## config.mk

```make
export PLATFORM = sky130hd
export DESIGN_NAME = irq_route_map
export DESIGN_NICKNAME = d
export VERILOG_FILES = /design/src/rtl/irq_route_pkg.sv /design/src/rtl/irq_cfg_regs.sv /design/src/rtl/irq_level_or.sv /design/src/rtl/irq_route_map.sv
export SDC_FILE = /design/constraint.sdc
export NUM_CORES = 1
export LEC_CHECK = 0
export ABC_AREA = 1
export BUFFER_PORTS_ARGS = -buffer_cell sky130_fd_sc_hd__buf_2
export CAP_MARGIN = 20
export CELL_PAD_IN_SITES_DETAIL_PLACEMENT = 0
export CELL_PAD_IN_SITES_GLOBAL_PLACEMENT = 1
export CORE_MARGIN = 8
export CORE_UTILIZATION = 45
export CTS_CLUSTER_DIAMETER = 120
export DETAILED_ROUTE_END_ITERATION = 6
export PLACE_DENSITY_LB_ADDON = 0.15
export RECOVER_POWER = 100
export SYNTH_ARGS = -nofsm -noshare
export SYNTH_HDL_FRONTEND = slang
export SYNTH_SLANG_ARGS = --single-unit
```

## constraint.sdc

```tcl
create_clock -name clk -period 4.75 [get_ports clk]
set_input_delay 0.95 -clock clk [delete_from_list [all_inputs] [get_ports clk]]
set_output_delay 0.95 -clock clk [all_outputs]
set_load 0.01 [all_outputs]
```

## src/rtl/irq_route_pkg.sv

```systemverilog
package irq_route_pkg;
  localparam int FIELD_W  = 4;
  localparam int REG_W    = 32;
  localparam int FLD_PER_REG = REG_W / FIELD_W;

  // Register addresses
  localparam logic [2:0] ADDR_MASK   = 3'd0;
  localparam logic [2:0] ADDR_STATUS = 3'd1;
  localparam logic [2:0] ADDR_ASN0   = 3'd2;

  // True when a field selects output level index lvl
  function automatic logic field_hits(input logic [FIELD_W-1:0] fld, input int lvl);
    return (int'(fld) == lvl);
  endfunction

  // Which assignment register holds source s
  function automatic int asn_reg_of(input int s);
    return s / FLD_PER_REG;
  endfunction
endpackage

```

## src/rtl/irq_cfg_regs.sv

```systemverilog
module irq_cfg_regs
  import irq_route_pkg::*;
#(
  parameter int NUM_SRC = 32,
  parameter int NUM_ASN = 4,
  parameter logic [NUM_SRC*FIELD_W-1:0] DEFAULT_MAP = '0
) (
  input  logic                       clk,
  input  logic                       rst_n,
  input  logic                       reg_we,
  input  logic [2:0]                 reg_addr,
  input  logic [REG_W-1:0]           reg_wdata,
  output logic [NUM_SRC-1:0]         mask_q,
  output logic [NUM_SRC*FIELD_W-1:0] asn_q
);
  wire wr_mask = reg_we && (reg_addr == ADDR_MASK);

  always_ff @(posedge clk or negedge rst_n) begin
    if (!rst_n) mask_q <= '0;
    else if (wr_mask) mask_q <= reg_wdata[NUM_SRC-1:0];
  end

  // One storage slice per assignment register
  for (genvar k = 0; k < NUM_ASN; k++) begin : g_asn
    localparam logic [2:0] MY_ADDR = ADDR_ASN0 + 3'(k);
    wire wr_this = reg_we && (reg_addr == MY_ADDR);
    always_ff @(posedge clk or negedge rst_n) begin
      if (!rst_n) asn_q[k*REG_W +: REG_W] <= DEFAULT_MAP[k*REG_W +: REG_W];
      else if (wr_this) asn_q[k*REG_W +: REG_W] <= reg_wdata;
    end
  end
endmodule

```

## src/rtl/irq_level_or.sv

```systemverilog
module irq_level_or
  import irq_route_pkg::*;
#(
  parameter int NUM_SRC = 32,
  parameter int NUM_LVL = 9
) (
  input  logic [NUM_SRC-1:0]         active,
  input  logic [NUM_SRC*FIELD_W-1:0] asn,
  output logic [NUM_LVL-1:0]         lvl
);
  for (genvar l = 0; l < NUM_LVL; l++) begin : g_lvl
    always_comb begin
      lvl[l] = 1'b0;
      for (int s = 0; s < NUM_SRC; s++)
        if (active[s] && field_hits(asn[s*FIELD_W +: FIELD_W], l)) lvl[l] = 1'b1;
    end
  end
endmodule

```

## src/rtl/irq_route_map.sv

```systemverilog
module irq_route_map
  import irq_route_pkg::*;
#(
  parameter int NUM_SRC = 32,
  parameter int NUM_LVL = 9,
  parameter logic [NUM_SRC*FIELD_W-1:0] DEFAULT_MAP =
    128'h43210_876543210_876543210_876543210
) (
  input  logic               clk,
  input  logic               rst_n,
  input  logic [NUM_SRC-1:0] irq_req_i,
  input  logic               reg_we,
  input  logic [2:0]         reg_addr,
  input  logic [REG_W-1:0]   reg_wdata,
  output logic [REG_W-1:0]   reg_rdata,
  output logic [NUM_LVL-1:0] lvl_req_o
);
  localparam int NUM_ASN = (NUM_SRC * FIELD_W) / REG_W;

  logic [NUM_SRC-1:0]         status_q;
  logic [NUM_SRC-1:0]         mask_q;
  logic [NUM_SRC*FIELD_W-1:0] asn_q;
  logic [NUM_SRC-1:0]         active_src;

  always_ff @(posedge clk or negedge rst_n) begin
    if (!rst_n) status_q <= '0;
    else        status_q <= irq_req_i;
  end

  irq_cfg_regs #(.NUM_SRC(NUM_SRC), .NUM_ASN(NUM_ASN), .DEFAULT_MAP(DEFAULT_MAP)) u_cfg (
    .clk(clk), .rst_n(rst_n), .reg_we(reg_we), .reg_addr(reg_addr),
    .reg_wdata(reg_wdata), .mask_q(mask_q), .asn_q(asn_q)
  );

  assign active_src = status_q & mask_q;

  irq_level_or #(.NUM_SRC(NUM_SRC), .NUM_LVL(NUM_LVL)) u_or (
    .active(active_src), .asn(asn_q), .lvl(lvl_req_o)
  );

  always_comb begin
    reg_rdata = '0;
    if (reg_addr == ADDR_MASK)        reg_rdata[NUM_SRC-1:0] = mask_q;
    else if (reg_addr == ADDR_STATUS) reg_rdata[NUM_SRC-1:0] = status_q;
    else begin
      for (int k = 0; k < NUM_ASN; k++)
        if (reg_addr == ADDR_ASN0 + 3'(k)) reg_rdata = asn_q[k*REG_W +: REG_W];
    end
  end
endmodule

```

Word-level counts from Yosys, hierarchy flattened
Index checks and enable logic that the tools add are counted.
{"block": "op_classes", "reduce_logical": 326, "n_mux": 294, "div": 0, "magnitude_cmp": 0, "n_eq_ne": 261, "shift": 0, "multipliers": 0, "n_addsub": 0, "bitwise": 1}
{"op": "4-bit == test (second input constant)", "count": 160}
{"op": "1-bit logical AND", "count": 293}
{"op": "1-bit two-way mux", "count": 288}
{"op": "4-bit by 3-bit == test with 1-bit output (second input constant)", "count": 64}
{"op": "32-bit two-way mux", "count": 6}
{"op": "4-bit by 2-bit == test with 1-bit output (second input constant)", "count": 32}
{"op": "4-bit logical NOT", "count": 32}
{"op": "32-bit bitwise AND", "count": 1}
{"op": "3-bit by 2-bit == test with 1-bit output (second input constant)", "count": 2}
{"op": "3-bit == test (second input constant)", "count": 2}
{"op": "3-bit by 1-bit == test with 1-bit output (second input constant)", "count": 1}
{"op": "3-bit logical NOT", "count": 1}
{"block": "word_totals", "out_inout_bits": 41, "latch_bits": 0, "mem_bits_ro": 0, "ram_bits": 0, "mem_count": 0, "input_bits": 70, "wordCells": 888, "ff_bits": 192}

Logic depth before layout (Yosys ltp)
Gate-level depths: netlist of the first run.
{"block": "depth", "word_depth": 34, "ltp_mapped": 9, "ltp_nobuf": 9}

Modules after synthesis
A second synthesis of the first run with hierarchy kept.
{"block": "unflattened", "cells_unflattened": 2181, "area_unflattened_um2": 13276.5}
{"module": "irq_cfg_regs", "cells_each": 704, "seq_area_each_um2": 4058.9, "area_per_inst_um2": 6397.4, "n_inst": 1}
{"module": "irq_level_or", "cells_each": 943, "seq_area_each_um2": 0.0, "area_per_inst_um2": 3823.7, "n_inst": 1}
{"module": "irq_route_map", "cells_each": 534, "seq_area_each_um2": 800.8, "area_per_inst_um2": 3055.4, "n_inst": 1}

Least setup slack after synthesis of the first run
No wires, ideal clock.
{"block": "synth_timing", "path_kind": "input to output", "startpoint": "in reg_addr[2]", "endpoint": "out reg_rdata[19]", "required_time_ns": 3.800, "setup_slack_ns": 1.864, "arrival_time_ns": 1.936, "stages": 7, "path_buffers": 2, "path_cell_list": "buf_2 nor3_4 clkbuf_1 nand2_1 nand2_1 a21oi_1 nand4_1"}
{"block": "synth_between", "elab_chain_len": 7, "word_cells_on_any_way": 12, "classes_between": "eq/ne: 5; mux: 6; reduce/logical: 1"}
{"element": "start, declared", "line": "irq_route_map.sv:13", "source": "input logic [2:0] reg_addr,"}
{"element": "3-bit by 2-bit == test with 1-bit output", "line": "irq_route_map.sv:47", "source": "if (reg_addr == ADDR_ASN0 + 3'(k)) reg_rdata = asn_q[k*REG_W +: REG_W];"}
{"element": "32-bit two-way mux (4 in a row)", "line": "irq_route_map.sv:47"}
{"element": "32-bit two-way mux", "line": "irq_route_map.sv:44", "source": "else if (reg_addr == ADDR_STATUS) reg_rdata[NUM_SRC-1:0] = status_q;"}
{"element": "32-bit two-way mux (*)", "line": "irq_route_map.sv:43", "source": "if (reg_addr == ADDR_MASK) reg_rdata[NUM_SRC-1:0] = mask_q;"}
{"element": "end, declared", "line": "irq_route_map.sv:15", "source": "output logic [REG_W-1:0] reg_rdata,"}
Every way passes the cells marked *; elsewhere a longest branch is shown, timed or not.

Final worst setup path of the first run
{"block": "layout_timing", "startpoint": "in reg_addr[1]", "endpoint": "out reg_rdata[11]"}
Same word-level chain as after synthesis.

==> impl_metrics.py, run 1 <==
metrics = {
    "setup_path": {
        "arrival_ns": 3.01,
        "end_kind": "output pin",
        "cp_max_fo": 33,
        "start_kind": "primary input",
        "required_ns": 3.80,
        "path_class": "primary input to output pin",
    },
    "sta": {
        "tns_ns": 0,
        "timing.final.ws_setup_ns": 0.794,
        "hold_violations": 0,
        "hold_slack_ns": 0.501,
        "layout_worst_path_cycle_share": 0.833,
        "worst_slew_pin_slew_ns": 2.40,
        "slew_violations": 138,
        "finalWorstPathRequiredPeriod_ns": 3.96,
        "maxSlewHeadroom": -0.599,
        "rsz0062_at_grt": "false",
        "fmax_mhz": 253,
        "fin_skew_ns": 0,
        "setup_violations": 0,
    },
    "clocking": {
        "postCtsHoldBufs": 0,
        "cts_buffer_depth": 2,
        "cts_buffers": 17,
        "clkLatencyLatePin_ns": 0.45,
        "cts_num_sinks": 192,
        "cts_root_buffer": "clkbuf_16",
        "cts_tree": "built",
        "post_cts_resized": 0,
        "post_cts_buffers": 0,
        "htreeDepth": 4,
        "clkTransAtPathRegs_ns": 0.08,
    },
    "layout": {
        "stdcell_area_mm2": 0.0133,
        "regArea_mm2": 0.00486,
        "finish.utilization": 0.510,
        "fin_nets": 2082,
        "antenna_cells": 0,
        "drive_gt1_frac": 0.0775,
        "syn2layout_area_growth_pct": 11.6,
        "fin_cells": 2360,
        "n_fill_cell": 2748,
        "multi_input_area_mm2": 0.00602,
    },
    "logic_synthesis": {
        "syn_nets": 1992,
        "syn_area_mm2": 0.0119,
        "syn_area_per_cell_um2": 6.18,
        "yosys_warnings": 0,
        "ys_types": 18,
        "ys_ff_latch": 192,
        "netlist_instances": 1922,
        "ys_seq_area_frac": 0.409,
    },
    "global_routing": {
        "grt_max_degree": 99,
        "first_global_vias": 11600,
        "grt_overflow": 0,
        "grt_pass1_wl_um": 69600,
        "antenna_found_initial": 0,
        "grt_usage": 0.294,
    },
    "route": {
        "dr_wl_met3_um": 2460,
        "met1Wirelength_um": 21100,
        "drt_iter0_drc": 1332,
        "routed_via_density": 5.20,
        "drc": 0,
        "top_layer": "met4",
        "wl_um": 45800,
        "avgRoutedWirePerCell_um": 19.4,
        "postRouteAntennaNets": 0,
        "wl_met2_um": 21600,
        "route.vias.total": 12300,
        "first_pass_iters": 6,
    },
    "placement": {
        "preCtsSetupSlack_ns": 1.24,
        "dp.cells": 2328,
        "numPortBuffers": 110,
        "place_area_mm2": 0.0128,
        "gp_congestion": 1.02,
        "hpwl_um": 36600,
    },
    "floorplanning": {
        "rows": 59,
        "start_util": 0.457,
        "die_area_mm2": 0.0319,
        "design.core.area_mm2": 0.0260,
        "die_w_um": 178,
        "io_pins": 111,
        "dieHeight_um": 178,
    },
    "flow_run": {
        "cap_viol_max_count": 2,
    },
    "pwr": {
        "total_power_mw": 5.18,
        "irDropWorstVdd_uv": 224,
        "leakage_nw": 7.40,
        "powerDensity_mw_per_mm2": 391,
    },
    "hold_path": {
        "hold_class": "register to register",
    },
    "outcome": {
        "run_status": "finished, violations left",
        "violations": "max-capacitance violations, max-slew violations",
    },
}
-- sequential cells by signal, summed over array words and instances, names as in the netlist --
name	cells
u_cfg.asn_q	128
status_q	32
u_cfg.mask_q	32
-- layout make-up --
cell class	instances	area share
clock inverters	14	0.0125
multi-input cells	1472	0.454
repair buffers	121	0.0441
well taps	335	0.0316
inverters	208	0.0589
flip-flops and latches	192	0.367
clock buffers	18	0.0324
-- per-layer routing --
metal / vias to the layer above / track usage
li1: 6091 / -
met1: 5754 / 0.409
met4: 0 / 0.0561
met3: 33 / 0.0322
met5: - / 0
met2: 385 / 0.488
-- cell families after synthesis --
logic type,count (synthesis),share of synthesized area
flip-flops,192,0.409
AO/OA/AOI/OAI,192,0.0809
buffers and inverters,258,0.0833
AND/OR/NAND/NOR,1280,0.427
-- layout by cell type (no fill, tap or decap), types with 2 or more instances in the layout --
master,instances
clkinv_8,2
o21ai_1,11
nor2_1,287
dfrtp_1,148
nand3b_1,7
clkbuf_2,3
nand3_1,87
dfstp_1,2
o21ai_0,149
inv_6,5
nor2b_1,2
clkbuf_1,42
a21oi_1,32
buf_2,70
inv_8,4
buf_4,6
nor3_4,3
dfstp_2,42
nand4_1,29
clkbuf_16,17
inv_1,207
nand2_1,864
-- synthesized netlist by cell type --
library cell,number,area (um^2)
clkbuf_1,33,124
nand4_1,29,181
inv_2,4,15.0
nor2_1,287,1080
nand2_1,861,3230
nor3_2,1,10.0
nand3b_1,7,52.6
buf_2,17,85.1
nor2b_1,2,12.5
o21ai_0,93,465
o21ai_1,67,335
a21oi_1,32,160
nand2_2,3,18.8
dfstp_2,44,1160
inv_1,204,766
dfrtp_1,148,3700
nor3_4,3,48.8
nand3_1,87,435
-- worst max-delay path, stage by stage --
cell and delay, ns:
clkbuf_1 0.15, inv_1 0.18, nand3_1 0.09, inv_1 1.04, nand2_1 0.11, nand3_1 0.14
a21oi_1 0.05, nand3_1 0.11, clkbuf_1 0.16
-- worst paths after layout --
check	from	endpoint	slack (ns)	cells past startpoint
worst max-delay path	reg_addr[1]	reg_rdata[11]	0.79	9
worst min-delay path	u_cfg.asn_q[35]	u_cfg.asn_q[35]	0.50	2
worst max register to register	u_cfg.asn_q[81]	u_cfg.asn_q[81]	3.76	2
worst min register to register	u_cfg.asn_q[35]	u_cfg.asn_q[35]	0.50	2
max in group asynchronous	rst_n	u_cfg.asn_q[60]	2.10	1
min in group asynchronous	rst_n	u_cfg.mask_q[6]	1.17	1
-- report_power, final --
part	leakage (nW)	internal, mW	total, mW	switching [mW]
registers	2.29	1.96	2.37	0.415
logic	4.82	0.406	1.30	0.898
clock network	0.293	0.757	1.50	0.747
total	7.40	3.12	5.18	2.06
(Power assumes the default switching activity.)
==> inputs of run 2 (changes only) <==
Settings changed: ABC_AREA 1 to 0, CORE_UTILIZATION 45 to 43.
Clock period 4.75 ns to 3.4 ns, I/O delays scaled along.
==> run 2 against run 1 <==
The run ends with max-capacitance violations, max-slew violations, negative setup slack left. Routed wire length is 19% higher. Die area is 1.0% higher. Synthesized cell count fell by 43%. Design area rose by 2.6%. Non-clock buffer count grew 81. Sequential power rose by 54%. First-iteration DRC count down 16%. Global-route usage grew 5.0 points. Sequential cell count stayed put. Count of clock-buffer cells in the layout unchanged. Worst setup slack lost 0.81 ns. Combinational power rose by 96%. Highest routed layer is now met5.
==> impl_metrics.py, run 2 <==
metrics = {
    "outcome": {
        "run_status": "finished, violations left",
        "violations": "max-capacitance violations, max-slew violations, negative setup slack",
    },
    "pwr": {
        "powerDensity_mw_per_mm2": 614,
        "leakage_nw": 5.33,
        "irDropWorstVdd_uv": 285,
    },
    "logic_synthesis": {
        "ys_types": 51,
        "synth-edff-count": 0,
        "synth_largest_area_cell": "dfrtp_1",
        "synth.area.mux_share": 0.207,
        "syn_area_mm2": 0.0115,
        "synth_compound_area_frac": 0.100,
        "synthXorXnorAreaFrac": 0,
        "syn_area_per_cell_um2": 10.5,
        "synth-adder-area-share": 0,
        "synth_common_cells": "183 x mux2_2, 148 x dfrtp_1, 80 x nand2_1",
        "netlist_instances": 1098,
        "ys_seq_area_frac": 0.423,
        "ys_ff_latch": 192,
        "synth_top_area_share": 0.323,
        "synth_area_leaders": "dfrtp_1 32%, mux2_2 18%, dfstp_2 10%, nor3_1 3.1%, nand4b_1 3.1%",
        "yosysMostFrequentCell": "mux2_2",
        "synth_top_family_by_area": "simple AND/OR/NAND/NOR gates",
        "async_flop_share": 1.00,
        "yosys_warnings": 0,
        "syn_nets": 1168,
        "yosys.area_share.simple": 0.240,
        "synth_ff_type": "dfrtp_1",
    },
    "clocking": {
        "htreeDepth": 4,
        "cts_buffers": 17,
        "postCtsHoldBufs": 0,
        "clkTransAtPathRegs_ns": 0.09,
        "cts_num_sinks": 192,
        "cts_tree": "built",
        "cts_buffer_depth": 2,
        "cts_root_buffer": "clkbuf_16",
        "clkLatencyLatePin_ns": 0.43,
    },
    "placement": {
        "dp.cells": 1564,
        "hpwl_um": 43000,
        "numPortBuffers": 110,
        "preCtsSetupSlack_ns": 0.272,
        "gp_congestion": 1.05,
    },
    "sta": {
        "rsz0062_at_grt": "true",
        "fmax_mhz": 293,
        "hold_slack_ns": 0.329,
        "layout_worst_path_cycle_share": 1.00,
        "setup_violations": 1,
        "slew_violations": 93,
        "fin_skew_ns": 0,
        "timing.final.ws_setup_ns": -0.0134,
        "maxSlewHeadroom": -0.635,
        "worst_slew_pin_slew_ns": 2.45,
        "finalWorstPathRequiredPeriod_ns": 3.41,
        "hold_violations": 0,
    },
    "global_routing": {
        "antenna_found_initial": 2,
        "met2_usage": 0.553,
        "use_met3": 0.0744,
        "grt_usage": 0.344,
        "grt_pass1_wl_um": 78300,
        "top_usage_layer": "met2",
        "grt_max_degree": 94,
        "grt_overflow": 0,
        "first_global_vias": 10700,
        "grtUsageMet1": 0.457,
    },
    "layout": {
        "largest_reg_flops": 128,
        "finish.utilization": 0.512,
        "final_common_cell": "mux2_2",
        "syn2layout_area_growth_pct": 18.6,
        "mostFrequentLayoutCells": "182 x mux2_2, 145 x dfrtp_1, 80 x nand2_1",
        "n_fill_cell": 2521,
        "fin_cells": 1610,
        "fin_nets": 1324,
        "regMostFlops": "u_cfg.asn_q",
        "drive_gt1_frac": 0.354,
        "largestRegisters": "u_cfg.asn_q (128), status_q (32), u_cfg.mask_q (32)",
    },
    "floorplanning": {
        "rows": 60,
        "dieHeight_um": 179,
        "design.core.area_mm2": 0.0266,
        "die_w_um": 179,
        "start_util": 0.432,
        "io_pins": 111,
        "die_area_mm2": 0.0322,
    },
    "setup_path": {
        "max_stage_delay_ns": 0.51,
        "path_class": "register to output pin",
        "cpMaxStageDelayCell": "or4_1",
        "cp.depth": 6,
        "path_common_cell": "or4_1",
        "worstSetupStartpoint": "u_cfg.asn_q[9]",
        "rr_worst_depth": 3,
        "r2r_start": "u_cfg.asn_q[22]",
        "end_kind": "output pin",
        "rrSetupSlack_ns": 2.23,
        "r2r-end": "u_cfg.asn_q[22]",
        "required_ns": 2.72,
        "crit_family": "simple AND/OR/NAND/NOR gates",
        "arrival_ns": 2.73,
        "crit_path_end": "lvl_req_o[3]",
        "cp_max_fo": 5,
        "start_kind": "register",
        "crit_buf_inv": 1,
        "worstPathCellList": "nand2_1 -> o22ai_4 -> or4_1 -> or4_1 -> or3_4 -> buf_6",
    },
    "route": {
        "drt_iter0_drc": 1117,
        "postRouteAntennaNets": 0,
        "routed_via_density": 6.78,
        "route.vias.total": 10900,
        "avgRoutedWirePerCell_um": 34.0,
        "wl_um": 54700,
        "drc": 0,
        "first_pass_iters": 7,
    },
    "hold_path": {
        "whs_path_depth": 1,
        "hold_class": "primary input to register",
    },
    "flow_run": {
        "cap_viol_max_count": 3,
    },
}
## run 2: where the power goes
part           switching, mW  internal, mW  leakage, nW
registers              0.850          2.81         2.22
logic                   1.38          1.17         2.81
clock network           1.07          1.07        0.296
## run 2: worst min path at each step
stage | start | end | slack [ns]
floorplan | rst_n | status_q[0] | 0.38
global placement | u_cfg.asn_q[105] | u_cfg.asn_q[105] | 0.54
detailed placement | u_cfg.mask_q[0] | u_cfg.mask_q[0] | 0.56
CTS | irq_req_i[27] | status_q[27] | 0.31
global route | irq_req_i[27] | status_q[27] | 0.31
finish | irq_req_i[27] | status_q[27] | 0.33
## run 2: timing repair
item / in CTS / in global routing
pin swaps: 3 / 5
gates resized for setup: 9 / 18
setup endpoints to repair: 5 / 7
setup buffers: 7 / 5
## run 2: cell type report
class | instances | area [um^2] | area share
Antenna cell | 2 | 5.00 | 0.000368
Timing Repair Buffer | 202 | 1230 | 0.0908
Sequential cell | 192 | 4860 | 0.357
Clock buffer | 18 | 429 | 0.0315
Multi-Input combinational cell | 823 | 6390 | 0.469
Inverter | 18 | 67.6 | 0.00497
Tap cell | 341 | 427 | 0.0314
Clock inverter | 14 | 193 | 0.0142
## run 2: routing by layer
metal | share of wire | routed length (um)
met2 | 0.46 | 25100
met1 | 0.42 | 22900
met3 | 0.088 | 4830
met5 | 0.00024 | 13
met4 | 0.034 | 1880
## run 2: cells by family (layout without fill, tap and decap cells)
logic type,count (synthesis),count (layout)
AND/OR/NAND/NOR,452,452
multiplexers,215,215
flip-flops,192,192
AO/OA/AOI/OAI,156,156
buffers and inverters,83,252
other,0,2
## run 2: worst register-to-register path: stages, from the launching register on
cell and delay [ns]:
dfstp_2 0.67, inv_1 0.09, buf_4 0.16, o21ai_0 0.16
## run 2: stage by stage
step	power [mW]	cell area, um^2	TNS [ns]
6_report	8.35	13600	-0.0134
5_1_grt	8.64	13600	-0.0449
4_1_cts	8.26	13600	0
3_5_place_dp	6.06	12900	0
3_3_place_gp	6.03	12900	0
2_1_floorplan	4.69	11500	0
